**src/rtl/midiclk_pkg.sv**
```systemverilog
package midiclk_pkg;

  localparam logic [7:0] ST_CLOCK   = 8'hF8;
  localparam logic [7:0] ST_START   = 8'hFA;
  localparam logic [7:0] ST_CONT    = 8'hFB;
  localparam logic [7:0] ST_STOP    = 8'hFC;
  localparam logic [7:0] ST_SONGPOS = 8'hF2;

  // 63.99 * 2^30, the slowed increment numerator
  localparam int unsigned INC_NUM_W = 37;
  localparam logic [INC_NUM_W-1:0] INC_NUMERATOR = 37'd68708739317;

  typedef enum logic [1:0] {
    SRC_INTERNAL = 2'd0,
    SRC_EXTERNAL = 2'd1,
    SRC_PORT_MIDI = 2'd2,
    SRC_ANY_MIDI = 2'd3
  } srcSel_t;

  // strobes from control to datapath
  typedef struct packed {
    logic measure;     // accepted tick: restamp interval timer
    logic computeInc;  // primed tick: start increment division
    logic songPos;     // start song position folding
    logic loadZero;    // Start: queue step 0, drop pending song position
  } dpStrobe_t;

endpackage

```
**src/rtl/seq_divider.sv**
```systemverilog
module seq_divider #(
  parameter int NUM_W = 37,
  parameter int DEN_W = 28,
  parameter bit RETURN_REM = 1'b0
) (
  input  logic clk,
  input  logic rstN,
  input  logic start,
  input  logic [NUM_W-1:0] numer,
  input  logic [DEN_W-1:0] denom,
  output logic done,
  output logic [(RETURN_REM ? DEN_W : NUM_W)-1:0] result
);

  localparam int CNT_W = $clog2(NUM_W + 1);

  logic [NUM_W-1:0] work;
  logic [DEN_W-1:0] part;
  logic [DEN_W-1:0] denHold;
  logic [CNT_W-1:0] left;
  logic [DEN_W:0]   trial;
  logic             fits;

  assign trial = {part, work[NUM_W-1]};
  assign fits  = trial >= {1'b0, denHold};

  always_ff @(posedge clk or negedge rstN) begin
    if (!rstN) begin
      work    <= '0;
      part    <= '0;
      denHold <= '0;
      left    <= '0;
      done    <= 1'b0;
    end else begin
      done <= 1'b0;
      if (start) begin
        work    <= numer;
        part    <= '0;
        denHold <= denom;
        left    <= CNT_W'(NUM_W);
      end else if (left != '0) begin
        part <= fits ? DEN_W'(trial - {1'b0, denHold}) : DEN_W'(trial);
        work <= {work[NUM_W-2:0], fits};
        left <= left - CNT_W'(1);
        if (left == CNT_W'(1)) done <= 1'b1;
      end
    end
  end

  generate
    if (RETURN_REM) begin : g_rem
      assign result = part;
    end else begin : g_quot
      assign result = work;
    end
  endgenerate

endmodule

```
**src/rtl/midiclk_ctrl.sv**
```systemverilog
module midiclk_ctrl
  import midiclk_pkg::*;
#(
  parameter int DEV_W = 4,
  parameter int PORT_W = 2,
  parameter int DIV_W = 8,
  parameter int DIV_DEFAULT = 12
) (
  input  logic clk,
  input  logic rstN,
  input  logic msgValid,
  input  logic [7:0] msgStatus,
  input  logic [DEV_W-1:0] msgDevice,
  input  logic [PORT_W-1:0] msgPort,
  input  logic [DEV_W-1:0] selDevice,
  input  logic [PORT_W-1:0] selPort,
  input  logic extPulse,
  input  logic [1:0] srcAttr,
  input  logic [2:0] srcOverride,
  input  logic [DIV_W-1:0] divParam,
  input  logic [DIV_W-1:0] divOverride,
  input  logic obeyTransport,
  output dpStrobe_t strobe,
  output logic [DIV_W-1:0] effDiv,
  output logic runFlag,
  output logic ppqOut,
  output logic phaseReset
);

  localparam int CW = DIV_W + 1;

  srcSel_t srcNow;
  logic [CW-1:0] count, countNext;
  logic [1:0] primeCnt;
  logic extPrev, startup;
  logic midiMatch, extRise, syncTick, primed, reachDiv;
  logic transportOk, isStart, isStop, isCont, isSongPos;

  always_comb begin
    case (srcOverride)
      3'd0:    srcNow = srcSel_t'(srcAttr);
      3'd1:    srcNow = SRC_INTERNAL;
      3'd2:    srcNow = SRC_EXTERNAL;
      3'd3:    srcNow = SRC_PORT_MIDI;
      default: srcNow = SRC_ANY_MIDI;
    endcase
  end

  always_comb begin
    if (divOverride != '0)   effDiv = divOverride;
    else if (divParam != '0) effDiv = divParam;
    else                     effDiv = DIV_W'(DIV_DEFAULT);
  end

  assign midiMatch = msgValid &&
                     ((srcNow == SRC_ANY_MIDI) ||
                      (srcNow == SRC_PORT_MIDI && msgDevice == selDevice && msgPort == selPort));
  assign extRise   = (srcNow == SRC_EXTERNAL) && extPulse && !extPrev;
  assign syncTick  = runFlag && ((midiMatch && msgStatus == ST_CLOCK) || extRise);

  assign transportOk = midiMatch && obeyTransport;
  assign isStart     = transportOk && msgStatus == ST_START;
  assign isStop      = transportOk && msgStatus == ST_STOP;
  assign isCont      = transportOk && msgStatus == ST_CONT;
  assign isSongPos   = transportOk && msgStatus == ST_SONGPOS;

  assign primed    = primeCnt == 2'd2;
  assign countNext = count + CW'(1);
  assign reachDiv  = countNext >= {1'b0, effDiv};

  assign strobe.measure    = syncTick;
  assign strobe.computeInc = syncTick && primed;
  assign strobe.songPos    = isSongPos;
  assign strobe.loadZero   = isStart;

  always_ff @(posedge clk or negedge rstN) begin
    if (!rstN) begin
      runFlag    <= 1'b1;
      startup    <= 1'b1;
      count      <= '0;
      primeCnt   <= '0;
      extPrev    <= 1'b0;
      ppqOut     <= 1'b0;
      phaseReset <= 1'b0;
    end else begin
      extPrev    <= extPulse;
      startup    <= 1'b0;
      ppqOut     <= 1'b0;
      phaseReset <= 1'b0;
      if (startup && obeyTransport) runFlag <= 1'b0;
      if (syncTick) begin
        if (!primed) begin
          primeCnt <= primeCnt + 2'd1;
          count    <= countNext;
        end else begin
          ppqOut <= 1'b1;
          if (reachDiv) begin
            phaseReset <= 1'b1;
            count      <= '0;
          end else begin
            count <= countNext;
          end
        end
      end
      if (isStart) begin
        runFlag <= 1'b1;
        count   <= {1'b0, effDiv};
      end
      if (isStop) runFlag <= 1'b0;
      if (isCont) runFlag <= 1'b1;
      if (isSongPos) count <= '0;
      if (srcNow == SRC_EXTERNAL && !obeyTransport) runFlag <= 1'b1;
    end
  end

endmodule

```
**src/rtl/midiclk_dp.sv**
```systemverilog
module midiclk_dp
  import midiclk_pkg::*;
#(
  parameter int DIV_W = 8,
  parameter int STEP_W = 5,
  parameter int TIMER_W = 16
) (
  input  logic clk,
  input  logic rstN,
  input  dpStrobe_t strobe,
  input  logic [DIV_W-1:0] effDiv,
  input  logic [6:0] spData1,
  input  logic [6:0] spData2,
  input  logic [STEP_W-1:0] firstStep,
  input  logic [STEP_W-1:0] lastStep,
  output logic [31:0] phaseInc,
  output logic stepLoad,
  output logic [STEP_W-1:0] stepLoadValue
);

  localparam int PROD_W = TIMER_W + DIV_W;
  localparam int PER_W  = PROD_W + 4;
  localparam int POS_W  = 17;
  localparam int LEN_W  = STEP_W + 1;

  logic [TIMER_W-1:0] timer, lastStamp, intervalNow;
  logic [PROD_W-1:0]  prod;
  logic [PER_W-1:0]   periodDen;
  logic [INC_NUM_W-1:0] incQuot;
  logic incDone;

  logic [POS_W-1:0] songPosNum;
  logic [LEN_W-1:0] windowLen, sppRem;
  logic [STEP_W-1:0] firstLatched;
  logic sppDone, sppLive;

  assign intervalNow = timer - lastStamp;
  assign prod        = PROD_W'(intervalNow) * PROD_W'(effDiv);
  assign periodDen   = (prod == '0) ? PER_W'(1) : {prod, 4'b0000};

  assign songPosNum = POS_W'({spData2, spData1}) * POS_W'(6);
  assign windowLen  = LEN_W'(lastStep) - LEN_W'(firstStep) + LEN_W'(1);

  seq_divider #(.NUM_W(INC_NUM_W), .DEN_W(PER_W), .RETURN_REM(1'b0)) u_incDiv (
    .clk(clk), .rstN(rstN), .start(strobe.computeInc),
    .numer(INC_NUMERATOR), .denom(periodDen),
    .done(incDone), .result(incQuot)
  );

  seq_divider #(.NUM_W(POS_W), .DEN_W(LEN_W), .RETURN_REM(1'b1)) u_sppDiv (
    .clk(clk), .rstN(rstN), .start(strobe.songPos),
    .numer(songPosNum), .denom(windowLen),
    .done(sppDone), .result(sppRem)
  );

  always_ff @(posedge clk or negedge rstN) begin
    if (!rstN) begin
      timer         <= '0;
      lastStamp     <= '0;
      phaseInc      <= '0;
      firstLatched  <= '0;
      sppLive       <= 1'b0;
      stepLoad      <= 1'b0;
      stepLoadValue <= '0;
    end else begin
      timer    <= timer + TIMER_W'(1);
      stepLoad <= 1'b0;
      if (strobe.measure) lastStamp <= timer;
      if (incDone) phaseInc <= (incQuot[INC_NUM_W-1:32] != '0) ? 32'hFFFF_FFFF : incQuot[31:0];
      if (strobe.songPos) begin
        sppLive      <= 1'b1;
        firstLatched <= firstStep;
      end
      if (strobe.loadZero) begin
        sppLive       <= 1'b0;
        stepLoad      <= 1'b1;
        stepLoadValue <= '0;
      end else if (sppDone && sppLive) begin
        sppLive       <= 1'b0;
        stepLoad      <= 1'b1;
        stepLoadValue <= STEP_W'({1'b0, firstLatched} + sppRem);
      end
    end
  end

endmodule

```
**src/rtl/midi_clock_follower.sv**
```systemverilog
module midi_clock_follower
  import midiclk_pkg::*;
#(
  parameter int DEV_W = 4,
  parameter int PORT_W = 2,
  parameter int DIV_W = 8,
  parameter int STEP_W = 5,
  parameter int TIMER_W = 16,
  parameter int DIV_DEFAULT = 12
) (
  input  logic clk,
  input  logic rstN,
  input  logic msgValid,
  input  logic [7:0] msgStatus,
  input  logic [6:0] msgData1,
  input  logic [6:0] msgData2,
  input  logic [DEV_W-1:0] msgDevice,
  input  logic [PORT_W-1:0] msgPort,
  input  logic [DEV_W-1:0] selDevice,
  input  logic [PORT_W-1:0] selPort,
  input  logic extPulse,
  input  logic [1:0] srcAttr,
  input  logic [2:0] srcOverride,
  input  logic [DIV_W-1:0] divParam,
  input  logic [DIV_W-1:0] divOverride,
  input  logic obeyTransport,
  input  logic [STEP_W-1:0] firstStep,
  input  logic [STEP_W-1:0] lastStep,
  output logic runFlag,
  output logic [31:0] phaseInc,
  output logic phaseReset,
  output logic ppqOut,
  output logic stepLoad,
  output logic [STEP_W-1:0] stepLoadValue
);

  dpStrobe_t strobe;
  logic [DIV_W-1:0] effDiv;

  midiclk_ctrl #(
    .DEV_W(DEV_W), .PORT_W(PORT_W), .DIV_W(DIV_W), .DIV_DEFAULT(DIV_DEFAULT)
  ) u_ctrl (
    .clk(clk), .rstN(rstN),
    .msgValid(msgValid), .msgStatus(msgStatus),
    .msgDevice(msgDevice), .msgPort(msgPort),
    .selDevice(selDevice), .selPort(selPort),
    .extPulse(extPulse), .srcAttr(srcAttr), .srcOverride(srcOverride),
    .divParam(divParam), .divOverride(divOverride),
    .obeyTransport(obeyTransport),
    .strobe(strobe), .effDiv(effDiv),
    .runFlag(runFlag), .ppqOut(ppqOut), .phaseReset(phaseReset)
  );

  midiclk_dp #(
    .DIV_W(DIV_W), .STEP_W(STEP_W), .TIMER_W(TIMER_W)
  ) u_dp (
    .clk(clk), .rstN(rstN),
    .strobe(strobe), .effDiv(effDiv),
    .spData1(msgData1), .spData2(msgData2),
    .firstStep(firstStep), .lastStep(lastStep),
    .phaseInc(phaseInc), .stepLoad(stepLoad), .stepLoadValue(stepLoadValue)
  );

endmodule

```
**config.mk**
```make
export PLATFORM = sky130hd
export DESIGN_NAME = midi_clock_follower
export DESIGN_NICKNAME = d
export VERILOG_FILES = /design/src/rtl/midiclk_pkg.sv /design/src/rtl/seq_divider.sv /design/src/rtl/midiclk_ctrl.sv /design/src/rtl/midiclk_dp.sv /design/src/rtl/midi_clock_follower.sv
export SDC_FILE = /design/constraint.sdc
export NUM_CORES = 1
export LEC_CHECK = 0
export BUFFER_PORTS_ARGS = -buffer_cell sky130_fd_sc_hd__buf_2
export CAP_MARGIN = 20
export CORE_MARGIN = 2
export CORE_UTILIZATION = 47
export DETAILED_ROUTE_END_ITERATION = 8
export PLACE_DENSITY = 0.67
export SYNTH_ARGS = -nofsm -noshare
export SYNTH_HDL_FRONTEND = slang
export SYNTH_SLANG_ARGS = --single-unit
```
**constraint.sdc**
```tcl
create_clock -name clk -period 6.05 [get_ports clk]
set_input_delay 0.605 -clock clk [delete_from_list [all_inputs] [get_ports clk]]
set_output_delay 0.605 -clock clk [all_outputs]
set_load 0.03 [all_outputs]
```
==> results of run 1 <==
synth_stat cells, drive strengths merged, types with 35 or more instances:
master	instances	area, sq um
dfrtp	222	5560
inv	172	646
clkbuf	66	248
xnor2	57	499
ha	136	1700
a21oi	131	667
nand3	54	270
a21o	35	263
o21ai	131	663
nor2	189	709
xor2	48	420
fa	89	1780
nand2	212	803
area by class of cell:
cell class	instances	area (sq um)
clock buffers	36	748
clock inverters	10	131
fillers	3116	15300
inverters	173	649
multi-input cells	1403	10600
flip-flops and latches	224	5610
well taps	461	577
repair buffers	257	1720
metal layers:
layer  global-route usage  wire [microns]  vias up
met4               0.0425             692        0
met1                0.270           17200     6643
met3               0.0252            1280       51
li1                     -               -     6805
met2                0.352           18300      223
met5                    0               0        -
worst register-to-register path, delay by kind of cell, from the launching register on:
family / cells / cell delay, ns
buf+inv: 3 / 0.16
fa+ha+maj: 7 / 2.75
simple gates: 6 / 0.96
compound gates: 10 / 1.65
xor+xnor: 2 / 0.33
flops: 1 / 0.41
registers in the layout (all words and copies together), names as in the netlist, 2 cells and up:
register and flops:
u_dp.u_sppDiv.left 5, u_dp.u_sppDiv.result 6, u_dp.u_incDiv.denHold 25, u_dp.u_sppDiv.work 17, u_dp.timer 16, u_dp.lastStamp 16
u_dp.firstLatched 5, u_ctrl.count 9, u_dp.u_incDiv.part 28, u_dp.u_incDiv.left 6, u_dp.phaseInc 32, u_ctrl.primeCnt 2
u_dp.u_sppDiv.denHold 6, u_dp.stepLoadValue 5, u_dp.u_incDiv.result 37
metrics by stage:
step                setup TNS [ns]  cells  area [sq um]  setup slack, ns   util
finish                      -0.585   2564         20000           -0.267  0.566
global route                 -3.76   2564         20000           -0.645  0.566
CTS                         -0.544   2559         19800           -0.269  0.559
detailed placement           -1.94   2499         18700           -0.409  0.527
global placement             -1.44   2499         18700           -0.343  0.527
floorplan                  -0.0236   1877         16900          -0.0236      -
kinds of logic after synthesis:
| kind of cell | synth area share |
|---|---|
| compound gates | 0.159 |
| xor+xnor | 0.0548 |
| fa+ha+maj | 0.208 |
| buf+inv | 0.0591 |
| flops | 0.334 |
| mux | 0.0124 |
| other cells | 0.000224 |
| simple gates | 0.173 |
final timing paths:
check | start | end | slack, ns
min in group clk | extPulse | u_ctrl.extPrev$_DFF_PN0_ | 0.18
hold reg to reg | u_dp.u_incDiv.denHold[22]$_DFFE_PN0P_ | u_dp.u_incDiv.denHold[22]$_DFFE_PN0P_ | 0.48
setup reg to reg | u_dp.lastStamp[0]$_DFFE_PN0P_ | u_dp.u_incDiv.denHold[0]$_DFFE_PN0P_ | -0.27
setup / recovery | u_dp.lastStamp[0]$_DFFE_PN0P_ | u_dp.u_incDiv.denHold[0]$_DFFE_PN0P_ | -0.27
hold / removal | rstN | u_dp.u_incDiv.part[25]$_DFFE_PN0P_ | 0.17
max in group asynchronous | rstN | u_ctrl.startup$_DFF_PN1_ | 4.83
timing repair:
action | 4_1_cts | 5_1_grt
hold buffers | 0 | 0
gates resized for setup | 37 | 45
endpoints found under the setup margin | 8 | 12
setup buffers | 16 | 7
pin swaps | 41 | 39
==> metrics.txt, run 1 <==
CTS buffer count=26; DR iter-0 viols=630; fin. max-slew vios=0; layout cells sized above 1=0.196; Tot GR Track Use=0.202; Largest delay share family, worst path=adder cells; Least-Margin Pin Slew=1.10 ns; global-route wire length before repair=63100 microns; GR Overflow Total=0; Mapped Area=0.0168 sq mm; Clock Skews=0.0105 ns; synthesis-to-layout area growth=19.5%; Worst Hold Slack=0.173 ns; Vias/cell=5.35; Post-synth EDFFs=0; CP bufs+invs=3; Crit. End Element=flip-flop; most common flop cell mapped by yosys=dfrtp_1; CTS tree=built; reg2reg path depth=28; area of the core=0.0354 sq mm; Post-Route WL=37500 microns; remaining antenna violation count after routing=0; NumNets Final=2380; Clock Latency Late Sink=0.54 ns; Mapped Nets=2172; syn_area_per_cell=8.94 sq um; residual DRC count=0; final hold vios=0; Largest stage delay, worst path=0.54 ns; clk sinks=224; CP max FO=4; # rows=69; Starting Density=0.474; WP data required=6.53 ns; Levels on crit path=28; PnR worst setup slack=-0.267 ns; Final Wtd Congestion=0.848; CP Launch Type=flip-flop; initial antenna violation count=0; most frequent cells in the layout=dfrtp_1, nand2_1, nor2_1, inv_1, buf_4; fmax=0.158 GHz; Clk Tree Root Cell=clkbuf_16; WP data arrival=6.79 ns; Inserted Diodes=0; fraction of registers with async set/reset=1.00; hpwl dp=27300 microns; register area share after synthesis=0.334; Post-Syn Instances=1877; RSZ-0062 raised after global routing=true; Worst slew margin=0.268; input/output buffers=110; CP max-delay cell=fa_1; kind of critical path=reg2reg; Yosys reg bits=224; Die Y-Extent=193 microns; Reg clk slew, reported paths=0.06 ns; outcome=complete, but fails checks; max cap viols=0; Die Wd=193 microns; # IOs=111; Cell variety after synth=77; most common cell after layout, fill and taps aside=dfrtp_1; vias in the first global route=13500; clk buf depth=3; failing checks=setup timing; DR pass1 iterations=5; setup violators final=3; DR vias=13700; die area=0.0372 sq mm; crit share post-route=1.04; largest net degree at the start of global routing=132; Tightest Hold Check Type=in2async; fin crit period=6.32 ns; Routed WL per cell=14.6 microns; H-tree levels=1; YS warnings=0
Power of run 1 is not shown: default switching activity piles up to over one toggle a cycle in this logic, so the estimate is an artifact.
==> inputs of run 2 (changes only) <==
GPL_ROUTABILITY_DRIVEN = 0   (was unset)
SKIP_CTS_REPAIR_TIMING = 1   (was unset)
==> run 2 against run 1 <==
Compared with the run above: the run still ends with setup timing left; non-clock buffer count shrank 6; fmax shrank 2.5%; worst hold slack lost 0.013 ns; die area is the same.
==> metrics.txt, run 2 (synthesized netlist as in run 1, its figures left out) <==
routed wl met3=1160 microns (-9.4%); max cap viols=0 (unchanged); wire length on met1=17200 microns (-0.37%); Layout Cell Area excl Fill=0.0198 sq mm (-1.0%); vias in the first global route=13400 (-0.74%); DR iter-0 viols=684 (+8.6%); failing checks=setup timing; Clock Skews=0.0111 ns (+0.000596 ns); setup violators final=8 (+5); CP bufs+invs=1 (-2); Fill cells=3151 (+1.1%); # IOs=111 (unchanged); synthesis-to-layout area growth=18.3%; multi-input logic area=0.0105 sq mm (-1.3%); Inserted Diodes=0 (unchanged); residual DRC count=0 (unchanged); final core occ=0.561 (-0.00566); final setup TNS=-1.25 ns (-0.670 ns); PnR worst setup slack=-0.430 ns (-0.163 ns); RSZ-0062 raised after global routing=true; clk buf depth=3 (unchanged); CP Capture Point=u_dp.u_incDiv.denHold[0]$_DFFE_PN0P_; Levels on crit path=27 (-3.6%); Die Y-Extent=193 microns (unchanged); H-tree levels=1 (unchanged); Worst slew margin=0.273 (+0.00496); outcome=complete, but fails checks; global-route wire length before repair=62400 microns (-1.1%); crit share post-route=1.07 (+0.0269); Reg2Reg Capture Point=u_dp.u_incDiv.denHold[0]$_DFFE_PN0P_; GR Overflow Total=0 (unchanged); Seq. cell area=0.00561 sq mm (unchanged); die area=0.0372 sq mm (unchanged); # rows=69 (unchanged); Die Wd=193 microns (unchanged); r2r setup slk=-0.43 ns (-0.16 ns); most frequent cells in the layout=dfrtp_1, nand2_1, nor2_1, inv_1, buf_4; CTS tree=built; Starting Density=0.474 (unchanged); kind of critical path=reg2reg; input/output buffers=110 (unchanged); CP max FO=4 (unchanged); Routed WL per cell=14.5 microns (-1.2%); met2 WL=18000 microns (-1.6%); WP data arrival=6.95 ns (+0.16 ns); Worst Hold Slack=0.161 ns (-0.0126 ns); layout cells sized above 1=0.190 (-0.00564); DR pass1 iterations=5 (unchanged); Clk Tree Root Cell=clkbuf_16; Crit. End Element=flip-flop; Top Layer Used=met4; reg2reg path depth=27 (-3.6%); fin. max-slew vios=0 (unchanged); DR vias=13700 (-0.44%); largest net degree at the start of global routing=132 (unchanged); fin crit period=6.48 ns (+0.163 ns); Least-Margin Pin Slew=1.09 ns (-0.00744 ns); NumNets Final=2374 (-0.25%); max reg flops=37 (unchanged); Post-Route WL=37000 microns (-1.4%); Tightest Hold Check Type=in2async; Largest stage delay, worst path=0.52 ns (-0.02 ns); hpwl dp=27300 microns (unchanged); Largest delay share family, worst path=adder cells; initial antenna violation count=0 (unchanged); fmax=0.154 GHz (-2.5%); final hold vios=0 (unchanged); Placed Area=0.0187 sq mm (unchanged); most common cell after layout, fill and taps aside=dfrtp_1; CTS buffer count=26 (unchanged); CP Launch Type=flip-flop; CP max-delay cell=fa_1; Vias/cell=5.34 (-0.20%); Clock Latency Late Sink=0.54 ns (about the same); clk sinks=224 (unchanged); worst setup path start=u_dp.lastStamp[0]$_DFFE_PN0P_; WP data required=6.53 ns (about the same); Tot GR Track Use=0.199 (-0.00246); RR Startpoint=u_dp.lastStamp[0]$_DFFE_PN0P_; Reg clk slew, reported paths=0.06 ns (about the same); area of the core=0.0354 sq mm (unchanged); remaining antenna violation count after routing=0 (unchanged)
[run 2: cell type report]
cell class / count / area share
Clock buffer: 36 / 0.0377
Clock inverter: 10 / 0.00662
Inverter: 173 / 0.0327
Multi-Input combinational cell: 1403 / 0.528
Sequential cell: 224 / 0.283
Tap cell: 461 / 0.0291
Timing Repair Buffer: 251 / 0.0832
[run 2: routing by layer]
layer  vias up  track usage
li1       6783            -
met5         -            0
met2       198        0.350
met1      6631        0.266
met3        50       0.0250
met4         0       0.0399
[run 2: worst min-delay path by stage]
| stage | startpoint | to | slack (ns) |
|---|---|---|---|
| final | rstN | u_dp.u_incDiv.part[26]$_DFFE_PN0P_ | 0.16 |
| after detailed placement | u_dp.u_incDiv.denHold[17]$_DFFE_PN0P_ | u_dp.u_incDiv.denHold[17]$_DFFE_PN0P_ | 0.47 |
| after global placement | u_dp.u_incDiv.denHold[23]$_DFFE_PN0P_ | u_dp.u_incDiv.denHold[23]$_DFFE_PN0P_ | 0.47 |
| after global routing | extPulse | u_ctrl.extPrev$_DFF_PN0_ | 0.17 |
| after floorplan | rstN | u_ctrl.count[0]$_DFFE_PN0P_ | 0.31 |
| after CTS | extPulse | u_ctrl.extPrev$_DFF_PN0_ | 0.16 |
[run 2: metrics by stage]
step | std cells | setup WS (ns)
final | 2558 | -0.430
after CTS | 2545 | -0.426
after global placement | 2499 | -0.343
after global routing | 2558 | -0.769
after detailed placement | 2499 | -0.409
after floorplan | 1877 | -0.0236
Power of run 2 is left out for the same reason.
